<file path="src/rtl/cmdq_pkg.sv">
package cmdq_pkg;

    localparam int REG_AW = 5;

    localparam logic [REG_AW-1:0] RA_CTRL    = 5'h00;
    localparam logic [REG_AW-1:0] RA_BASE_LO = 5'h08;
    localparam logic [REG_AW-1:0] RA_BASE_HI = 5'h0C;
    localparam logic [REG_AW-1:0] RA_WOFF_LO = 5'h10;
    localparam logic [REG_AW-1:0] RA_WOFF_HI = 5'h14;
    localparam logic [REG_AW-1:0] RA_ROFF_LO = 5'h18;
    localparam logic [REG_AW-1:0] RA_ROFF_HI = 5'h1C;

    localparam int CTRL_IDLE_BIT = 31;

    typedef enum logic [1:0] {
        FS_IDLE = 2'd0,
        FS_REQ  = 2'd1,
        FS_BEAT = 2'd2,
        FS_PUSH = 2'd3
    } fetch_st_e;

endpackage

</file>
<file path="src/rtl/cmdq_regs.sv">
module cmdq_regs
    import cmdq_pkg::*;
#(
    parameter int OFF_W   = 20,
    parameter int CMD_SH  = 5,
    parameter int SIZE_W  = 8,
    parameter int PAGE_SH = 12,
    parameter int PA_W    = 48
) (
    input  logic              clk,
    input  logic              rst,
    input  logic              reg_wen,
    input  logic [REG_AW-1:0] reg_addr,
    input  logic [31:0]       reg_wdata,
    output logic [31:0]       reg_rdata,
    input  logic              fetch_adv,
    input  logic              fetch_abort,
    output logic [PA_W-1:0]   base_addr,
    output logic [OFF_W-1:0]  roff,
    output logic [OFF_W-1:0]  woff
);

    localparam int LEN_W = SIZE_W + PAGE_SH + 1;
    localparam logic [OFF_W-1:0] OFF_MASK  = {OFF_W{1'b1}} << CMD_SH;
    localparam logic [LEN_W-1:0] CMD_BYTES = LEN_W'(1) << CMD_SH;
    localparam logic [OFF_W-1:0] OFF_STEP  = OFF_W'(1) << CMD_SH;

    typedef struct packed {
        logic             en;
        logic [63:0]      base;
        logic [OFF_W-1:0] roff;
        logic [OFF_W-1:0] woff;
    } regs_t;

    regs_t q, d;

    logic [LEN_W-1:0] qlen;
    logic [LEN_W-1:0] roff_inc;
    logic [OFF_W-1:0] woff_cand;
    logic             base_wr;

    assign qlen      = (LEN_W'(q.base[SIZE_W-1:0]) + LEN_W'(1)) << PAGE_SH;
    assign base_addr = {q.base[PA_W-1:PAGE_SH], {PAGE_SH{1'b0}}};
    assign roff      = q.roff;
    assign woff      = q.woff;
    assign woff_cand = reg_wdata[OFF_W-1:0] & OFF_MASK;
    assign roff_inc  = LEN_W'(q.roff) + CMD_BYTES;
    assign base_wr   = reg_wen && (reg_addr == RA_BASE_LO || reg_addr == RA_BASE_HI);

    // next-state computation
    always_comb begin
        d = q;
        if (fetch_adv) begin
            d.roff = (roff_inc >= qlen) ? '0 : roff_inc[OFF_W-1:0];
        end
        if (reg_wen) begin
            case (reg_addr)
                RA_CTRL: d.en = reg_wdata[0];
                RA_BASE_LO: begin
                    if (!q.en) begin
                        d.base[31:0] = reg_wdata;
                        d.roff       = '0;
                    end
                end
                RA_BASE_HI: begin
                    if (!q.en) begin
                        d.base[63:32] = reg_wdata;
                        d.roff        = '0;
                    end
                end
                RA_WOFF_LO: begin
                    if (LEN_W'(woff_cand) <= qlen) begin
                        d.woff = woff_cand;
                    end
                end
                default: ;
            endcase
        end
        if (fetch_abort) begin
            d.woff = q.roff;
        end
    end

    always_ff @(posedge clk) begin
        if (rst) begin
            q <= '0;
        end else begin
            q <= d;
        end
    end

    // read mux
    always_comb begin
        reg_rdata = '0;
        case (reg_addr)
            RA_CTRL: begin
                reg_rdata[CTRL_IDLE_BIT] = 1'b1;
                reg_rdata[0]             = q.en;
            end
            RA_BASE_LO: reg_rdata = q.base[31:0];
            RA_BASE_HI: reg_rdata = q.base[63:32];
            RA_WOFF_LO: reg_rdata = 32'(q.woff);
            RA_ROFF_LO: reg_rdata = 32'(q.roff);
            default:    reg_rdata = '0;
        endcase
    end

    a_r4_base_locked: assert property (@(posedge clk) disable iff (rst)
        (q.en && base_wr) |=> $stable(q.base));

    a_r4_roff_cleared: assert property (@(posedge clk) disable iff (rst)
        (!q.en && base_wr) |=> (q.roff == '0));

    a_r6_woff_dropped: assert property (@(posedge clk) disable iff (rst)
        (reg_wen && reg_addr == RA_WOFF_LO && (LEN_W'(woff_cand) > qlen) && !fetch_abort)
        |=> $stable(q.woff));

    a_r10_rollback: assert property (@(posedge clk) disable iff (rst)
        fetch_abort |=> (q.woff == $past(q.roff)));

    a_r8_step: assert property (@(posedge clk) disable iff (rst)
        (fetch_adv && !(base_wr && !q.en))
        |=> (q.roff == $past(q.roff) + OFF_STEP || q.roff == '0));

endmodule

</file>
<file path="src/rtl/cmdq_fetch.sv">
module cmdq_fetch
    import cmdq_pkg::*;
#(
    parameter int BEATS  = 4,
    parameter int BEAT_W = 64,
    parameter int OFF_W  = 20,
    parameter int PA_W   = 48
) (
    input  logic                    clk,
    input  logic                    rst,
    input  logic [PA_W-1:0]         base_addr,
    input  logic [OFF_W-1:0]        roff,
    input  logic [OFF_W-1:0]        woff,
    output logic                    mem_req,
    output logic [PA_W-1:0]         mem_addr,
    input  logic                    mem_gnt,
    input  logic                    mem_rvalid,
    input  logic [BEAT_W-1:0]       mem_rdata,
    input  logic                    mem_rerr,
    output logic                    cmd_valid,
    output logic [BEATS*BEAT_W-1:0] cmd_data,
    input  logic                    cmd_ready,
    output logic                    fetch_adv,
    output logic                    fetch_abort
);

    localparam int CNT_W = (BEATS > 1) ? $clog2(BEATS) : 1;
    localparam logic [CNT_W-1:0] LAST = CNT_W'(BEATS - 1);

    typedef struct packed {
        fetch_st_e                    st;
        logic [CNT_W-1:0]             cnt;
        logic [BEATS-1:0][BEAT_W-1:0] data;
    } fs_t;

    fs_t q, d;

    assign mem_addr = base_addr + PA_W'(roff);
    assign cmd_data = q.data;

    always_comb begin
        d           = q;
        mem_req     = 1'b0;
        cmd_valid   = 1'b0;
        fetch_adv   = 1'b0;
        fetch_abort = 1'b0;
        case (q.st)
            FS_IDLE: begin
                if (roff != woff) begin
                    d.st = FS_REQ;
                end
            end
            FS_REQ: begin
                mem_req = 1'b1;
                if (mem_gnt) begin
                    d.st  = FS_BEAT;
                    d.cnt = '0;
                end
            end
            FS_BEAT: begin
                if (mem_rvalid) begin
                    if (mem_rerr) begin
                        fetch_abort = 1'b1;
                        d.st        = FS_IDLE;
                    end else begin
                        d.data[q.cnt] = mem_rdata;
                        if (q.cnt == LAST) begin
                            d.st = FS_PUSH;
                        end else begin
                            d.cnt = q.cnt + CNT_W'(1);
                        end
                    end
                end
            end
            FS_PUSH: begin
                cmd_valid = 1'b1;
                if (cmd_ready) begin
                    fetch_adv = 1'b1;
                    d.st      = FS_IDLE;
                end
            end
            default: d.st = FS_IDLE;
        endcase
    end

    always_ff @(posedge clk) begin
        if (rst) begin
            q <= '0;
        end else begin
            q <= d;
        end
    end

    a_r11_req_hold: assert property (@(posedge clk) disable iff (rst)
        (mem_req && !mem_gnt) |=> (mem_req && $stable(mem_addr)));

    a_r8_cmd_hold: assert property (@(posedge clk) disable iff (rst)
        (cmd_valid && !cmd_ready) |=> (cmd_valid && $stable(cmd_data)));

    a_r10_no_push_after_error: assert property (@(posedge clk) disable iff (rst)
        fetch_abort |=> !cmd_valid);

    a_r1_single_activity: assert property (@(posedge clk) disable iff (rst)
        $onehot0({mem_req, cmd_valid, fetch_abort}));

endmodule

</file>
<file path="src/rtl/cmdq_engine.sv">
module cmdq_engine
    import cmdq_pkg::*;
#(
    parameter int PA_W    = 48,
    parameter int OFF_W   = 20,
    parameter int BEATS   = 4,
    parameter int BEAT_W  = 64,
    parameter int SIZE_W  = 8,
    parameter int PAGE_SH = 12
) (
    input  logic                    clk,
    input  logic                    rst,
    input  logic                    reg_wen,
    input  logic [REG_AW-1:0]       reg_addr,
    input  logic [31:0]             reg_wdata,
    output logic [31:0]             reg_rdata,
    output logic                    mem_req,
    output logic [PA_W-1:0]         mem_addr,
    input  logic                    mem_gnt,
    input  logic                    mem_rvalid,
    input  logic [BEAT_W-1:0]       mem_rdata,
    input  logic                    mem_rerr,
    output logic                    cmd_valid,
    output logic [BEATS*BEAT_W-1:0] cmd_data,
    input  logic                    cmd_ready
);

    localparam int CMD_SH = $clog2(BEATS * BEAT_W / 8);

    logic [PA_W-1:0]  base_addr;
    logic [OFF_W-1:0] roff;
    logic [OFF_W-1:0] woff;
    logic             fetch_adv;
    logic             fetch_abort;

    cmdq_regs #(
        .OFF_W  (OFF_W),
        .CMD_SH (CMD_SH),
        .SIZE_W (SIZE_W),
        .PAGE_SH(PAGE_SH),
        .PA_W   (PA_W)
    ) u_regs (
        .clk        (clk),
        .rst        (rst),
        .reg_wen    (reg_wen),
        .reg_addr   (reg_addr),
        .reg_wdata  (reg_wdata),
        .reg_rdata  (reg_rdata),
        .fetch_adv  (fetch_adv),
        .fetch_abort(fetch_abort),
        .base_addr  (base_addr),
        .roff       (roff),
        .woff       (woff)
    );

    cmdq_fetch #(
        .BEATS (BEATS),
        .BEAT_W(BEAT_W),
        .OFF_W (OFF_W),
        .PA_W  (PA_W)
    ) u_fetch (
        .clk        (clk),
        .rst        (rst),
        .base_addr  (base_addr),
        .roff       (roff),
        .woff       (woff),
        .mem_req    (mem_req),
        .mem_addr   (mem_addr),
        .mem_gnt    (mem_gnt),
        .mem_rvalid (mem_rvalid),
        .mem_rdata  (mem_rdata),
        .mem_rerr   (mem_rerr),
        .cmd_valid  (cmd_valid),
        .cmd_data   (cmd_data),
        .cmd_ready  (cmd_ready),
        .fetch_adv  (fetch_adv),
        .fetch_abort(fetch_abort)
    );

endmodule

</file>
<file path="config.mk">
export PLATFORM = sky130hd
export DESIGN_NAME = cmdq_engine
export DESIGN_NICKNAME = d
export VERILOG_FILES = /design/src/rtl/cmdq_pkg.sv /design/src/rtl/cmdq_regs.sv /design/src/rtl/cmdq_fetch.sv /design/src/rtl/cmdq_engine.sv
export SDC_FILE = /design/constraint.sdc
export NUM_CORES = 1
export LEC_CHECK = 0
export ABC_CLOCK_PERIOD_IN_PS = 3400
export CAP_MARGIN = 5
export CORE_MARGIN = 5
export CORE_UTILIZATION = 35
export CTS_CLUSTER_SIZE = 8
export DETAILED_ROUTE_END_ITERATION = 8
export DONT_BUFFER_PORTS = 1
export SLEW_MARGIN = 20
export SYNTH_ARGS = -nofsm -noshare
export SYNTH_HDL_FRONTEND = slang
export SYNTH_SLANG_ARGS = --single-unit
</file>
<file path="constraint.sdc">
create_clock -name clk -period 3.4 [get_ports clk]
set_clock_uncertainty 0.1 [all_clocks]
set_input_delay 1.02 -clock clk [delete_from_list [all_inputs] [get_ports clk]]
set_output_delay 1.02 -clock clk [all_outputs]
set_load 0.02 [all_outputs]
</file>
Word-level counts from Yosys, hierarchy flattened

Index checks and enable logic that the tools add are counted.

Bits of input ports: 108
Logic and storage cells: 83
Output and inout bits: 338
Flip-flop bits (word level): 365

Equal/unequal tests: 16
Reduce and logical (&&, ||, !) cells: 14
$add $sub $neg: 4
Multiplexer cells: 32
Order comparisons: 4
Bitwise logic cells: 2

Operators by type and width:

| cell                                                             | count |
|---|---|
| 260-bit two-way mux                                              | 1 |
| 258-bit two-way mux                                              | 1 |
| 256-bit bitwise mux                                              | 1 |
| 64-bit demux with 2-bit select                                   | 1 |
| 20-bit two-way mux                                               | 6 |
| 30-bit case mux with 4 select lines                              | 1 |
| 64-bit two-way mux                                               | 1 |
| 52-bit two-way mux                                               | 1 |
| 48-bit by 20-bit adder with 48-bit output                        | 1 |
| 40-bit two-way mux                                               | 1 |
| 20-bit case mux with 2 select lines                              | 1 |
| 20-bit by 6-bit adder with 21-bit output (second input constant) | 1 |
| 21-bit >= comparator                                             | 1 |
| 20-bit by 21-bit <= comparator with 1-bit output                 | 1 |
| 20-bit inequality test                                           | 1 |
| 3-bit AND reduction                                              | 4 |
| 5-bit by 4-bit == test with 1-bit output (second input constant) | 2 |
| 5-bit == test (second input constant)                            | 2 |
| 2-bit two-way mux                                                | 5 |
| 2-bit inequality test (second input constant)                    | 5 |
| 5-bit AND reduction                                              | 2 |
| 8-bit by 1-bit adder with 9-bit output (second input constant)   | 1 |
| 2-bit case mux with 4 select lines                               | 1 |
| 2-bit nonzero test                                               | 4 |
| other kinds (17)                                                 | 26 |

Logic depth before layout (Yosys ltp)

Gate-level depths: netlist of the first run.

Depth after elaboration: 8
Depth in mapped cells: 14
Mapped depth without buffers: 12

Modules after synthesis

From an unflattened synthesis of the first run, not the netlist that was laid out.

Cell total of the unflattened synthesis: 2442
Area total of the unflattened synthesis: 19025.7 µm²

By module, submodules not included:

| module     | sequential area each (µm²) | times used | cells an instance | area an instance (µm²) |
|---|---|---|---|---|
| cmdq_fetch | 5205.0                     | 1          | 1685              | 12822.3 |
| cmdq_regs  | 2102.0                     | 1          | 757               | 6203.4 |

Worst setup path before layout of the first run

No wires, ideal clock.

Kind: reg-to-output
Start point: reg u_regs.q, in the netlist u_regs.roff[13]
End point: out mem_addr[34]
Setup slack: -0.227 ns
Arrival: 2.507 ns
Path buffers: 1
Cell stages (with the launch flop): 10
Required time: 2.280 ns
Cell sequence: dfxtp_1 clkbuf_1 inv_1 fa_1 nor2b_1 o21ai_0 a21boi_0 o31ai_1 nor4_1 xor2_1

Longest elaborated chain between the ends: 1

RTL lines:

| item                                      | line              | text |
|---|---|---|
| from (decl)                               | cmdq_regs.sv:35   | `regs_t q, d;` |
| from (signal assigned)                    | cmdq_regs.sv:86   | `q <= '0;` |
| from (signal assigned)                    | cmdq_regs.sv:88   | `q <= d;` |
| 48-bit by 20-bit adder with 48-bit output | cmdq_fetch.sv:38  | `assign mem_addr = base_addr + PA_W'(roff);` |
| to (decl)                                 | cmdq_engine.sv:18 | `output logic [PA_W-1:0] mem_addr,` |

Every way passes these cells.

Final worst setup path of the first run

Start point: reg u_regs.q, in the netlist u_regs.base_addr[12]
End point: out mem_addr[44]

Same word-level chain as after synthesis.

==> results of run 1 <==
cell type report:
type / count / area share [%]
clock inverter: 4 / 0.382
inverter: 23 / 0.446
multi-input combinational: 1476 / 44.0
sequential: 365 / 37.9
clock buffer: 57 / 6.98
tap: 672 / 4.35
timing repair buffer: 134 / 5.91
placed cells by master, fill, tap and decap left out, types with 16 or more instances in the layout:
cell type  Yosys  final
clkbuf_16      0     52
xor2_1        23     22
dfxtp_2        0     17
nand4_1       19     19
ha_1          31     24
mux2i_1       54     54
nand2_1      693    683
o22ai_4        0     19
dfxtp_1      365    348
buf_4        270    116
nand3_1       24     21
xnor2_1       45     35
inv_1         23     22
nor2_1        59     39
a22o_1        16     16
a21oi_1      346    345
repair_timing:
item / in CTS / in global routing
buffers inserted: 10 / 19
pin swaps: 27 / 37
resized for setup: 70 / 40
endpoints found under the setup margin: 33 / 51
gates cloned: 1 / 1
metal layers:
layer	vias up	GRT usage (%)	part of all wire (%)
li1	6786	-	-
met1	6815	23.9	39
met2	669	31.8	46
met3	162	6.61	9.9
met4	0	8.48	4.6
met5	-	0	0
critical path, cell delays in order, from the launching register on:
cell      delay, ns
dfxtp_2        0.35
ha_4           0.14
inv_2          0.04
fa_2           0.35
nor2b_2        0.14
o21ai_2        0.09
a21boi_4       0.23
buf_6          0.13
o31a_1         0.12
buf_6          0.13
nand4_1        0.12
xnor2_1        0.22
buf_4          0.18
where the power goes:
| group | internal, mW | switching [mW] |
|---|---|---|
| Sequential | 4.34 | 0.102 |
| Clock | 2.77 | 1.87 |
| Combinational | 0.144 | 0.239 |
worst max-delay path by stage:
stage                                     from       endpoint  slack (ns)  depth (start not counted)
final                     u_regs.base_addr[12]   mem_addr[44]       -0.52                         12
after detailed placement  u_regs.base_addr[12]   mem_addr[34]       -0.18                         11
after floorplan                    reg_addr[3]  reg_rdata[20]       -0.04                          5
after CTS                 u_regs.base_addr[12]   mem_addr[44]       -0.57                         12
after global placement    u_regs.base_addr[12]   mem_addr[34]       -0.19                         11
after global routing           u_regs.roff[12]   mem_addr[44]       -0.60                         12
kinds of logic (layout without fill, tap and decap cells):
logic type / after synthesis / in the layout / share of synthesized area (%)
AOI/OAI and AO/OA: 446 / 447 / 14.3
and+or+nand+nor: 875 / 875 / 20.5
adders and majority gates: 32 / 32 / 2.30
DFF: 365 / 365 / 41.2
muxes: 54 / 54 / 3.05
xor gates and xnor gates: 68 / 68 / 3.36
buffers and inverters: 433 / 218 / 15.3
per-stage QoR:
step                      cells  setup slack (ns)
final                      2731            -0.522
after detailed placement   2641            -0.183
after floorplan            2273           -0.0433
after global routing       2731            -0.600
after CTS                  2712            -0.573
after global placement     2641            -0.191
==> flow_summary.toml, run 1 <==
[status]
status = "complete, but fails checks"
violations = "setup timing"

[place]
dpl_cell_area_mm2 = 0.0172
io_buffer_count = 0
gp_congestion = 0.935
dp_hpwl_um = 40200

[cells_and_area]
multi_input_area_mm2 = 0.00851
nNetsFinal = 2192
fin_area_mm2 = 0.0193
n_fill_cell = 5134
ff_latch_area_mm2 = 0.00733
drive_gt1_share_pct = 15.9
antenna_cells = 0
final_core_util_pct = 38.6
syn_to_final_growth_pct = 9.16

[drt]
drt_pass1_iterations = 5
route.detailed.drc = 0
ant_nets = 0
vias_per_cell = 5.28
vias = 14432
wire_per_inst_um = 21.3
routed_wl_um = 58100
drt_iter0_drc = 1131

[sta]
tns_ns = -8.56
max_freq_ghz = 0.255
timing.hold.ws_ns = 0.353
tightest_slew_ns = 0.907
setup_violations = 30
relSlewSlack_pct = 39.5
worst_slack_ns = -0.522
slew_viol_final = 0
finalCriticalPeriod_ns = 3.92
hold_viol = 0
grt_setup_unrepaired = "yes"
post-route-period-util_pct = 115

[setup_path]
rr_startpoint = "u_regs.roff[9]"
critPathLaunchType = "flip-flop"
worstSetupPathType = "reg -> out"
end_kind = "output port"
worst-path-max-fanout = 8
r2r_cells = 11
cp.arrival_ns = 2.80
reg2reg_slack_ns = 0.15
worstReg2RegEnd = "u_regs.roff[14]"
worstPathRequired_ns = 2.28

[floorplan]
die_h_um = 235
initial_core_util_pct = 35.4
top_level_ports = 446
die-area_mm2 = 0.0552
fp.dieW_um = 235
placementRows = 82
core_mm2 = 0.0501

[job]
max_cap_violations = 0

[logic_synthesis]
syn_inst = 2273
ys_seq_area_share_pct = 41.2
synth_area_leaders = "dfxtp_1, nand2_1, buf_4"
syn_avg_cell_area_um2 = 7.79
synthArstFlopShare_pct = 0
synth_cell_type_count = 62
synth_top_area_cell = "dfxtp_1"
synth_commonest_cells = "nand2_1, dfxtp_1, a21oi_1"
synth.top_cell.area_share_pct = 41.2
syn-cell-area_mm2 = 0.0177
yosysMostFrequentCell = "nand2_1"
synth_warnings = 0
syn_nets = 2413
synth_ff_type = "dfxtp_1"
synth_edf_count = 0
ys_ff_latch = 365

[clock_network]
clock_path_buffers = 3
cts_max_level = 2
clock_sinks = 365
clk_latency_ns = 0.58
cts_tree = "built"
clockRootBuffer = "clkbuf_16"
clk_transition_reported_paths_ns = 0.05
cts_hold_buf = 0
numCtsBuffers = 52

[global_routing]
grt_overflow = 0
grt_max_degree = 344
grt_use_total_pct = 19.6
grt_antenna_before_repair = 1
grt_pass1_wl_um = 86900
grt_pass1_vias = 13658

[min_path]
hp-start = "u_regs.q[101]"
hold_path_class = "reg -> reg"
whs_endpoint = "u_regs.q[101]"
whs_path_depth = 2

[pwr]
total_power_mw = 9.46
p_leak_nw = 6.69
p_per_area_mw_per_mm2 = 489
ir_drop_v = 0.000367
Power figures use the tool's default switching activity.
==> inputs of run 2 (changes only) <==
--- a/config.mk
+++ b/config.mk
@@ -5,13 +5,14 @@
 export SDC_FILE = /design/constraint.sdc
 export NUM_CORES = 1
 export LEC_CHECK = 0
-export ABC_CLOCK_PERIOD_IN_PS = 3400
+export ABC_CLOCK_PERIOD_IN_PS = 4630
 export CAP_MARGIN = 5
 export CORE_MARGIN = 5
-export CORE_UTILIZATION = 35
+export CORE_UTILIZATION = 55
 export CTS_CLUSTER_SIZE = 8
 export DETAILED_ROUTE_END_ITERATION = 8
 export DONT_BUFFER_PORTS = 1
+export PLACE_DENSITY = 0.7
 export SLEW_MARGIN = 20
 export SYNTH_ARGS = -nofsm -noshare
 export SYNTH_HDL_FRONTEND = slang
==> constraint.sdc (replaced) <==
create_clock -name clk -period 4.63 [get_ports clk]
set_clock_uncertainty 0.1 [all_clocks]
set_input_delay 1.389 -clock clk [delete_from_list [all_inputs] [get_ports clk]]
set_output_delay 1.389 -clock clk [all_outputs]
set_load 0.02 [all_outputs]
==> run 2 against run 1 <==
The run now ends clean. Routed wire length down 11%. Combinational power down 32%. Largest cell class unchanged. Die area fell by 35%. Critical endpoint is now mem_addr[26]. Highest routed layer unchanged. Power down 28%. Cell area down 8.9%. Via count fell by 2.2%. Cell count decreased by 12%.
==> flow_summary.toml, run 2 (synthesis results as in run 1) <==
[sta]
max_freq_ghz = 0.227
slew_viol_final = 0
grt_setup_unrepaired = "no"
relSlewSlack_pct = 25.1
tns_ns = 0
tightest_slew_ns = 1.12
hold_viol = 0
timing.hold.ws_ns = 0.354
post-route-period-util_pct = 95.3
finalCriticalPeriod_ns = 4.41
setup_violations = 0

[cells_and_area]
syn_to_final_growth_pct = -0.551
layout_common_cells = "nand2_1, dfxtp_1, a21oi_1"
ff_latch_area_mm2 = 0.00731
n_fill_cell = 2901
multi_input_area_mm2 = 0.00773
fin_area_mm2 = 0.0176
antenna_cells = 0
nNetsFinal = 2131
drive_gt1_share_pct = 8.12
mostFrequentLayoutCell = "nand2_1"

[floorplan]
die-area_mm2 = 0.0359
top_level_ports = 446
die_h_um = 189
core_mm2 = 0.0317
fp.dieW_um = 189
initial_core_util_pct = 55.9
placementRows = 65

[setup_path]
slowest_stage = "fa_1"
cp.arrival_ns = 2.92
critical-path-max-stage-delay_ns = 0.41
worstReg2RegEnd = "u_regs.roff[19]"
r2r_cells = 11
crit_cells = 12
end_kind = "output port"
reg2reg_slack_ns = 0.84
worstSetupPathType = "reg -> out"
cp_num_buf_inv = 4
path_cells = "ha_1 -> inv_1 -> fa_1 -> nor2b_1 -> o21ai_1 -> a21boi_2 -> buf_4 -> o31a_1 -> buf_4 -> nand3_1 -> xnor2_1 -> buf_4"
rr_startpoint = "u_regs.roff[13]"
crit_path_frequent_cell = "buf_4"
critPathLaunchType = "flip-flop"
worstPathRequired_ns = 3.14
worst-path-max-fanout = 7
critPathTopFamily = "adder cells"

[job]
max_cap_violations = 0

[global_routing]
grt_use_total_pct = 26.8
grt_pass1_vias = 13302
met2_usage_pct = 45.2
grt_pass1_wl_um = 77600
grt_antenna_before_repair = 0
grt_max_degree = 344
grt_overflow = 0
met3_usage_pct = 9.09
met1_usage_pct = 31.2
grt_busiest_layer = "met2"

[min_path]
hp-start = "u_regs.q[92]"
whs_path_depth = 2
whs_endpoint = "u_regs.q[92]"
hold_path_class = "reg -> reg"

[clock_network]
clock_sinks = 365
clockRootBuffer = "clkbuf_16"
clk_latency_ns = 0.56
cts_hold_buf = 0
cts_tree = "built"
numCtsBuffers = 51
clock_path_buffers = 3
clk_transition_reported_paths_ns = 0.05
cts_max_level = 2

[drt]
vias = 14120
drt_iter0_drc = 1002
vias_per_cell = 5.89
ant_nets = 0
drt_pass1_iterations = 6
wire_per_inst_um = 21.5
route.detailed.drc = 0
routed_wl_um = 51400

[place]
io_buffer_count = 0
dpl_cell_area_mm2 = 0.0162
dp_hpwl_um = 36400
gp_congestion = 0.937

[status]
status = "complete, no violations"

[pwr]
ir_drop_v = 0.000289
p_per_area_mw_per_mm2 = 385
p_leak_nw = 6.14
total_power_mw = 6.79
==> run 2: power by group <==
group          switching, mW  total [mW]  internal [mW]
clock network           1.30        3.26           1.96
registers             0.0747        3.26           3.19
logic                  0.163       0.258         0.0952
total                   1.54        6.79           5.25
==> run 2: worst max-delay path by stage <==
stage                              end  slack [ns]                  from
after detailed placement  reg_rdata[0]        0.26           reg_addr[4]
after floorplan           reg_rdata[3]        0.34           reg_addr[3]
after CTS                 mem_addr[44]        0.04  u_regs.base_addr[12]
after global placement    reg_rdata[0]        0.31           reg_addr[4]
final                     mem_addr[26]        0.22  u_regs.base_addr[12]
after global routing      mem_addr[38]        0.04  u_regs.base_addr[12]
==> run 2: cell type report <==
class	count	area share, %
timing repair buffer	75	3.55
inverter	23	0.490
clock inverter	3	0.398
clock buffer	53	7.34
tap	402	2.86
multi-input combinational	1475	43.9
sequential	365	41.5
==> run 2: worst reg2reg max path, stage by stage (launching register included) <==
cell	delay [ns]
dfxtp_1	0.36
buf_4	0.19
nand3_1	0.14
or2_2	0.39
nor2_1	0.21
xor2_1	0.23
ha_1	0.30
a22o_1	0.21
o41ai_1	0.47
nand2_1	0.35
nor3_2	0.44
a221o_1	0.32
==> run 2: timing repair <==
item,4_1_cts,5_1_grt
buffers inserted,0,1
gates cloned,0,0
setup endpoints to repair,5,13
gates resized for setup,2,3
pin swaps,0,2
hold endpoints to repair,0,0
==> run 2: through the flow <==
stage	setup WS (ns)	utilization (%)	instances
2_1_floorplan	0.339	-	2273
3_3_place_gp	0.306	51.2	2339
3_5_place_dp	0.264	51.2	2339
4_1_cts	0.0416	55.5	2395
5_1_grt	0.0434	55.5	2396
6_report	0.219	55.5	2396
==> run 2: routing by layer <==
metal	part of all wire (%)	routed length [um]	vias up
met5	0	0	-
met4	4.4	2280	0
met3	11	5690	139
met2	48	24700	681
met1	36	18700	6632
li1	-	-	6668
